<file path="src/rtl/tt64_pkg.sv">
package tt64_pkg;
  localparam int unsigned ADDR_W    = 5;
  localparam int unsigned PRESC_LSB = 8;
  localparam int unsigned CB_RUN    = 0;
  localparam int unsigned CB_CMP    = 1;
  localparam int unsigned CB_IRQ    = 2;
  localparam int unsigned CB_AUTO   = 3;

  typedef enum logic [ADDR_W-1:0] {
    A_CNT_LO = 5'h00,
    A_CNT_HI = 5'h04,
    A_CTRL   = 5'h08,
    A_STAT   = 5'h0C,
    A_CMP_LO = 5'h10,
    A_CMP_HI = 5'h14,
    A_STEP   = 5'h18
  } tt_addr_e;
endpackage

</file>
<file path="src/rtl/tt64_prescale.sv">
module tt64_prescale #(
  parameter int PRESC_W = 8
) (
  input  logic               clk,
  input  logic               rst_n,
  input  logic               run,
  input  logic [PRESC_W-1:0] presc,
  output logic               tick
);
  logic [PRESC_W-1:0] div_q;

  assign tick = run && (div_q >= presc);

  always_ff @(posedge clk) begin
    if (!rst_n)     div_q <= '0;
    else if (!run)  div_q <= '0;
    else if (tick)  div_q <= '0;
    else            div_q <= div_q + PRESC_W'(1);
  end

  // with a nonzero, unchanged divider two counts never come back to back
  assert_tick_spacing_R2: assert property (@(posedge clk) disable iff (!rst_n)
    (tick && presc != '0) ##1 $stable(presc) |-> !tick);
endmodule

</file>
<file path="src/rtl/tt64_counter.sv">
module tt64_counter #(
  parameter int DATA_W = 32
) (
  input  logic                clk,
  input  logic                rst_n,
  input  logic                tick,
  input  logic                wr_lo,
  input  logic                wr_hi,
  input  logic [DATA_W-1:0]   wdata,
  output logic [2*DATA_W-1:0] cnt
);
  localparam int CNT_W = 2 * DATA_W;
  logic [CNT_W-1:0] cnt_q;

  always_ff @(posedge clk) begin
    if (!rst_n) begin
      cnt_q <= '0;
    end else if (wr_lo || wr_hi) begin
      if (wr_lo) cnt_q[DATA_W-1:0]     <= wdata;
      if (wr_hi) cnt_q[CNT_W-1:DATA_W] <= wdata;
    end else if (tick) begin
      cnt_q <= cnt_q + CNT_W'(1);
    end
  end

  assign cnt = cnt_q;

  assert_hold_no_tick_R1: assert property (@(posedge clk) disable iff (!rst_n)
    (!tick && !wr_lo && !wr_hi) |=> $stable(cnt_q));

  assert_step_by_one_R3: assert property (@(posedge clk) disable iff (!rst_n)
    (tick && !wr_lo && !wr_hi) |=> cnt_q == $past(cnt_q) + CNT_W'(1));

  assert_write_wins_R10: assert property (@(posedge clk) disable iff (!rst_n)
    wr_lo |=> cnt_q[DATA_W-1:0] == $past(wdata));
endmodule

</file>
<file path="src/rtl/tt64_compare.sv">
module tt64_compare #(
  parameter int DATA_W = 32,
  parameter int STEP_W = 32
) (
  input  logic                clk,
  input  logic                rst_n,
  input  logic                tick,
  input  logic                cnt_wr,
  input  logic [2*DATA_W-1:0] cnt,
  input  logic                cmp_en,
  input  logic                auto_rl,
  input  logic [STEP_W-1:0]   step,
  input  logic                wr_lo,
  input  logic                wr_hi,
  input  logic [DATA_W-1:0]   wdata,
  input  logic                clr,
  output logic [2*DATA_W-1:0] cmp,
  output logic                flag,
  output logic                hit
);
  localparam int CNT_W = 2 * DATA_W;
  logic [CNT_W-1:0] cmp_q, cnt_nx, step_ext;
  logic             flag_q;

  assign cnt_nx   = cnt + CNT_W'(1);
  assign step_ext = CNT_W'(step);
  assign hit      = tick && !cnt_wr && cmp_en && (cnt_nx == cmp_q);

  always_ff @(posedge clk) begin
    if (!rst_n) begin
      cmp_q <= '0;
    end else if (wr_lo || wr_hi) begin
      if (wr_lo) cmp_q[DATA_W-1:0]     <= wdata;
      if (wr_hi) cmp_q[CNT_W-1:DATA_W] <= wdata;
    end else if (hit && auto_rl) begin
      cmp_q <= cmp_q + step_ext;
    end
  end

  always_ff @(posedge clk) begin
    if (!rst_n)   flag_q <= 1'b0;
    else if (hit) flag_q <= 1'b1;
    else if (clr) flag_q <= 1'b0;
  end

  assign cmp  = cmp_q;
  assign flag = flag_q;

  assert_flag_needs_enable_R6: assert property (@(posedge clk) disable iff (!rst_n)
    $rose(flag_q) |-> $past(cmp_en) && $past(tick));

  assert_clear_works_R8: assert property (@(posedge clk) disable iff (!rst_n)
    (clr && !hit) |=> !flag_q);

  assert_periodic_reload_R9: assert property (@(posedge clk) disable iff (!rst_n)
    (hit && auto_rl && !wr_lo && !wr_hi) |=> cmp_q == $past(cmp_q) + $past(step_ext));
endmodule

</file>
<file path="src/rtl/tick_timer64.sv">
module tick_timer64 #(
  parameter int DATA_W  = 32,
  parameter int PRESC_W = 8,
  parameter int STEP_W  = 32
) (
  input  logic                      clk,
  input  logic                      rst_n,
  input  logic                      reg_sel,
  input  logic                      reg_write,
  input  logic [tt64_pkg::ADDR_W-1:0] reg_addr,
  input  logic [DATA_W-1:0]         reg_wdata,
  output logic [DATA_W-1:0]         reg_rdata,
  output logic                      irq
);
  import tt64_pkg::*;
  localparam int CNT_W = 2 * DATA_W;

  logic wr, rd;
  logic run_q, cmp_en_q, irq_en_q, auto_q;
  logic [PRESC_W-1:0] presc_q;
  logic [STEP_W-1:0]  step_q;
  logic [DATA_W-1:0]  shadow_q, rdata_q, rd_val;
  logic [CNT_W-1:0]   cnt, cmp;
  logic tick, flag, hit;
  logic w_cnt_lo, w_cnt_hi, w_cmp_lo, w_cmp_hi, w_ctrl, w_stat, w_step;

  assign wr       = reg_sel && reg_write;
  assign rd       = reg_sel && !reg_write;
  assign w_cnt_lo = wr && (reg_addr == A_CNT_LO);
  assign w_cnt_hi = wr && (reg_addr == A_CNT_HI);
  assign w_ctrl   = wr && (reg_addr == A_CTRL);
  assign w_stat   = wr && (reg_addr == A_STAT);
  assign w_cmp_lo = wr && (reg_addr == A_CMP_LO);
  assign w_cmp_hi = wr && (reg_addr == A_CMP_HI);
  assign w_step   = wr && (reg_addr == A_STEP);

  tt64_prescale #(.PRESC_W(PRESC_W)) u_div (
    .clk(clk), .rst_n(rst_n), .run(run_q), .presc(presc_q), .tick(tick));

  tt64_counter #(.DATA_W(DATA_W)) u_cnt (
    .clk(clk), .rst_n(rst_n), .tick(tick), .wr_lo(w_cnt_lo), .wr_hi(w_cnt_hi),
    .wdata(reg_wdata), .cnt(cnt));

  tt64_compare #(.DATA_W(DATA_W), .STEP_W(STEP_W)) u_cmp (
    .clk(clk), .rst_n(rst_n), .tick(tick), .cnt_wr(w_cnt_lo || w_cnt_hi),
    .cnt(cnt), .cmp_en(cmp_en_q), .auto_rl(auto_q), .step(step_q),
    .wr_lo(w_cmp_lo), .wr_hi(w_cmp_hi), .wdata(reg_wdata),
    .clr(w_stat && reg_wdata[0]), .cmp(cmp), .flag(flag), .hit(hit));

  always_ff @(posedge clk) begin
    if (!rst_n) begin
      run_q <= 1'b0; cmp_en_q <= 1'b0; irq_en_q <= 1'b0; auto_q <= 1'b0;
      presc_q <= '0; step_q <= '0;
    end else begin
      if (w_ctrl) begin
        run_q    <= reg_wdata[CB_RUN];
        cmp_en_q <= reg_wdata[CB_CMP];
        irq_en_q <= reg_wdata[CB_IRQ];
        auto_q   <= reg_wdata[CB_AUTO];
        presc_q  <= reg_wdata[PRESC_LSB +: PRESC_W];
      end
      if (w_step) step_q <= reg_wdata[STEP_W-1:0];
    end
  end

  always_comb begin
    rd_val = '0;
    case (reg_addr)
      A_CNT_LO: rd_val = cnt[DATA_W-1:0];
      A_CNT_HI: rd_val = shadow_q;
      A_CTRL: begin
        rd_val[CB_RUN]  = run_q;
        rd_val[CB_CMP]  = cmp_en_q;
        rd_val[CB_IRQ]  = irq_en_q;
        rd_val[CB_AUTO] = auto_q;
        rd_val[PRESC_LSB +: PRESC_W] = presc_q;
      end
      A_STAT:   rd_val[0] = flag;
      A_CMP_LO: rd_val = cmp[DATA_W-1:0];
      A_CMP_HI: rd_val = cmp[CNT_W-1:DATA_W];
      A_STEP:   rd_val = DATA_W'(step_q);
      default:  rd_val = '0;
    endcase
  end

  always_ff @(posedge clk) begin
    if (!rst_n) begin
      rdata_q  <= '0;
      shadow_q <= '0;
    end else if (rd) begin
      rdata_q <= rd_val;
      if (reg_addr == A_CNT_LO) shadow_q <= cnt[CNT_W-1:DATA_W];
    end
  end

  assign reg_rdata = rdata_q;
  assign irq       = flag && irq_en_q;

  assert_shadow_capture_R5: assert property (@(posedge clk) disable iff (!rst_n)
    (rd && reg_addr == A_CNT_LO) |=> shadow_q == $past(cnt[CNT_W-1:DATA_W]));

  assert_ctrl_keeps_count_R4: assert property (@(posedge clk) disable iff (!rst_n)
    (w_ctrl && !tick) |=> $stable(cnt));
endmodule

</file>
<file path="config.mk">
export PLATFORM = sky130hd
export DESIGN_NAME = tick_timer64
export DESIGN_NICKNAME = d
export VERILOG_FILES = /design/src/rtl/tt64_pkg.sv /design/src/rtl/tt64_prescale.sv /design/src/rtl/tt64_counter.sv /design/src/rtl/tt64_compare.sv /design/src/rtl/tick_timer64.sv
export SDC_FILE = /design/constraint.sdc
export NUM_CORES = 1
export LEC_CHECK = 0
export BUFFER_PORTS_ARGS = -buffer_cell sky130_fd_sc_hd__buf_2
export CORE_MARGIN = 2
export CORE_UTILIZATION = 35
export DETAILED_ROUTE_END_ITERATION = 8
export PLACE_DENSITY = 0.48
export REMOVE_ABC_BUFFERS = 1
export SLEW_MARGIN = 20
export SYNTH_ARGS = -nofsm -noshare
export SYNTH_HDL_FRONTEND = slang
export SYNTH_HIERARCHICAL = 1
export SYNTH_SLANG_ARGS = --single-unit
</file>
<file path="constraint.sdc">
create_clock -name clk -period 6.1 [get_ports clk]
set_input_delay 1.83 -clock clk [delete_from_list [all_inputs] [get_ports clk]]
set_output_delay 1.83 -clock clk [all_outputs]
set_load 0.02 [all_outputs]
</file>
==> impl_results.md <==
- CP arrival: 5.76 ns
- Crit path required time: 6.53 ns
- WL/cell: about 28 um
- Sequential fraction of the synthesis area: 26.7%
- I/O Buffers: 73
- Sequential share of power: 39.8%
- Worst clock skew: 0.0191 ns
- Metal-1 WL: 38,300 um
- Max_cap viols: 0
- Worst-skew pair later-pin latency: 0.56 ns
- Worst path cell trace: buf_2 -> nor3_2 -> nand3_1 -> nor2_1 -> nor4_1 -> nand4_1 -> nor4b_1 -> nand4_1 -> or4_1 -> or4_1 -> nand4b_1 -> o21a_1 -> o311a_1
- Overall power: 4.17 mW
- Cells after Synth: ~2,300
- Combinational share of power: 8.5%
- R2R setup slack: 0.87 ns
- Clock sink count: 245
- Routed via count: 19,800
- DP Worst Slack: approximately 0.27 ns
- FP Rows: 83
- Core Region: 51,500 sq um
- Final instance area: 20,700 sq um
- Register bit total from synthesis: around 250
- Worst slew pin tran: 1.12 ns
- Antenna violations before repair: 9
- Vias in the first global route: 18,300
- Number of iterations in the first detailed-routing pass: 6
- Post_cts resized: 0
- Min Tclk post-route: 5.33 ns
- Crit Path Class: in -> reg
- CTS Buf Count: 34
- Final setup vio count: 0
- Distinct cells, synth: approximately 110
- Simple-gate share of the synthesized area: 29.5%
- Final Net Count: 2,477
- Post-CTS Setup Bufs: 0
- Core Util, Final: 40.2%
- Max Freq: 0.188 GHz
- Top Layer Used: met5
- Netlist Area Pre-Place: roughly 18,000 sq um
- Total placed instance area: 19,500 sq um
- TritonCTS clock tree: built
- Synth Area in Compound Gates: 25.0%
- Number of flops mapped to enable cells by yosys: 0
- CTS HTree Levels: 2
- Routed Antenna Nets: 0
- Largest net degree at the start of global routing: 161
- CP max stage cell: or4_1
- Status: completed
- Max Slew Vio Count: 0
- Met3 wire length: 6630 um
- DR iter-0 viols: 2,248
- NetSw: 1.12 mW
- GRT Util Overall: 31.4%
- Area grow syn2layout: 13.0%
- Layout Cells excl Fill: around 3,100
- Int Power: 3.05 mW
- LEAKAGE: 7.47 nW
- Die Wd: 233 um
- Period Utilization, post-route: 87.4%
- Max_slew headroom: 25.4%
- Hold_buf cts: 0
- Ys async rst share: 0%
- Largest family of logic cells by synthesized area: simple AND/OR/NAND/NOR gates
- Peak supply drop: 0.000185 V
- CTS Buffer Depth: 3
- Switching Fraction: 26.8%
- Hold_ws: 0.450 ns
- Crit path largest cell delay: 0.59 ns
- CP Max Fanout: 11
- Final WS setup: 0.770 ns
- Synth warnings: 6
- Multiplexer area fraction after synthesis: 5.12%
- Die Ht: ~230 um
- Detailed Place HPWL: roughly 64,000 um
- Most common cell after layout, fill and taps aside: nand2_1
- Clock network fraction of design power: 51.6%
- Worst-path clk slew: 0.05 ns
- Post-route DRC violation count: 0
- Worst hold path class: reg -> reg
- First-pass GRT wire length: around 130,000 um
- Syn_area_per_cell: approximately 7.8 sq um
- Post-Route WL: 86,800 um
- Pwr dens: 201 nW/um^2
- IO Pins: between 70 and 80
- Grt ovf: 0
- CTS Root Cell: clkbuf_16
- Cell family with most CP delay: simple AND/OR/NAND/NOR gates
- Layout cells sized above 1: 13.1%
- Initial cell density of the core: roughly 36%
- CP Capture Type: register
- Crit start category: input port
- RSZ-0062 raised after global routing: no
- Xor and xnor area share after synthesis: 6.26%
- Ys flop type: dfxtp_1
- Final Hold Viols: 0
- Setup TNS: 0 ns
- Crit path buf inv count: 1
- Final GP Congestion: 0.966
- Via-to-Cell Ratio: 6.39
- Commonest cells after routing, fill and taps aside: nand2_1, dfxtp_1, o21ai_0, nor2_1, a21oi_1
- Routed length on met2: 39,300 um
- Adder-cell share of the synthesized area: a little over 3%
- Placed cells: 3,036
- Die ar.: 54,200 sq um
[worst register-to-register path, stage by stage (launching register included)]
cell	delay [ns]
dfxtp_1	0.42
inv_1	0.07
ha_1	0.28
nand2b_1	0.12
a31oi_2	0.13
nor3_1	0.15
o21a_1	0.36
nand2_1	0.14
nor4_1	0.48
nand4_1	0.16
nor4b_1	0.34
nand4_1	0.14
or4_1	0.52
or4_1	0.59
nand4b_1	0.56
o21a_1	0.35
o311a_1	0.32
[layer usage]
metal	vias up	GRT usage, %
met5	-	0
met4	2	9.91
met3	153	4.68
met2	935	49.9
met1	9831	43.4
li1	8878	-
[sequential cells by signal (all words and copies together) (netlist names)]
signal,count
presc_q,8
u_div/div_q,8
irq_en_q,1
u_cmp/cmp,64
u_cmp/flag,1
shadow_q,32
run_q,1
reg_rdata,32
step_q,32
auto_q,1
u_cnt/cnt,64
cmp_en_q,1
[synth_stat cells (all sizes together) (22+ instances only)]
library cell | instances | area [sq um]
nand2 | 308 | 1160
dfxtp | 245 | 4900
nor2 | 143 | 549
o21ai | 143 | 719
a21oi | 109 | 546
nand3 | 107 | 541
clkbuf | 98 | 369
nand4 | 71 | 502
nor2b | 69 | 432
xnor2 | 69 | 604
xor2 | 62 | 543
nor4 | 53 | 399
mux2i | 50 | 500
and2 | 43 | 269
ha | 43 | 538
nor3 | 43 | 238
buf | 42 | 274
a21boi | 40 | 300
inv | 40 | 150
and3 | 38 | 238
mux2 | 37 | 417
a31oi | 36 | 231
a21o | 32 | 240
and4 | 26 | 228
nand2b | 26 | 163
a311oi | 25 | 288
a22o | 24 | 210
a221oi | 23 | 201
a211oi | 22 | 175
or4 | 22 | 191
[layout make-up]
cell class	count	area, sq um
sequential	245	4900
antenna	2	5.00
timing repair buffer	151	982
fill	5397	30800
multi-input combinational	1919	12700
clock buffer	46	997
tap	680	851
inverter	41	154
clock inverter	14	183
[cells by family (layout without fill, tap and decap cells)]
| logic type | count (synthesis) | after routing |
|---|---|---|
| adders and majority gates | 44 | 44 |
| AOI/OAI and AO/OA | 642 | 642 |
| other | 0 | 2 |
| xor gates and xnor gates | 131 | 131 |
| muxes | 88 | 88 |
| and+or+nand+nor | 1014 | 1014 |
| buffers and inverters | 181 | 252 |
| DFF | 245 | 245 |
[path summary, 6_finish.rpt]
kind | startpoint | end | cells after the start
max | reg_addr[1] | u_cmp/cmp[55] | 13
min | shadow_q[22] | reg_rdata[22] | 2
min reg2reg | shadow_q[22] | reg_rdata[22] | 2
max reg2reg | u_div/div_q[0] | u_cmp/cmp[55] | 16
[power by group through the flow]
stage               registers, mW  clock network, mW  logic [mW]
floorplan                    1.69                  0       0.158
finish                       1.66               2.15       0.354
global placement             1.69                  0       0.342
global route                 1.66               2.25       0.371
CTS                          1.66               2.18       0.346
detailed placement           1.69                  0       0.345
(Power assumes the default switching activity.)
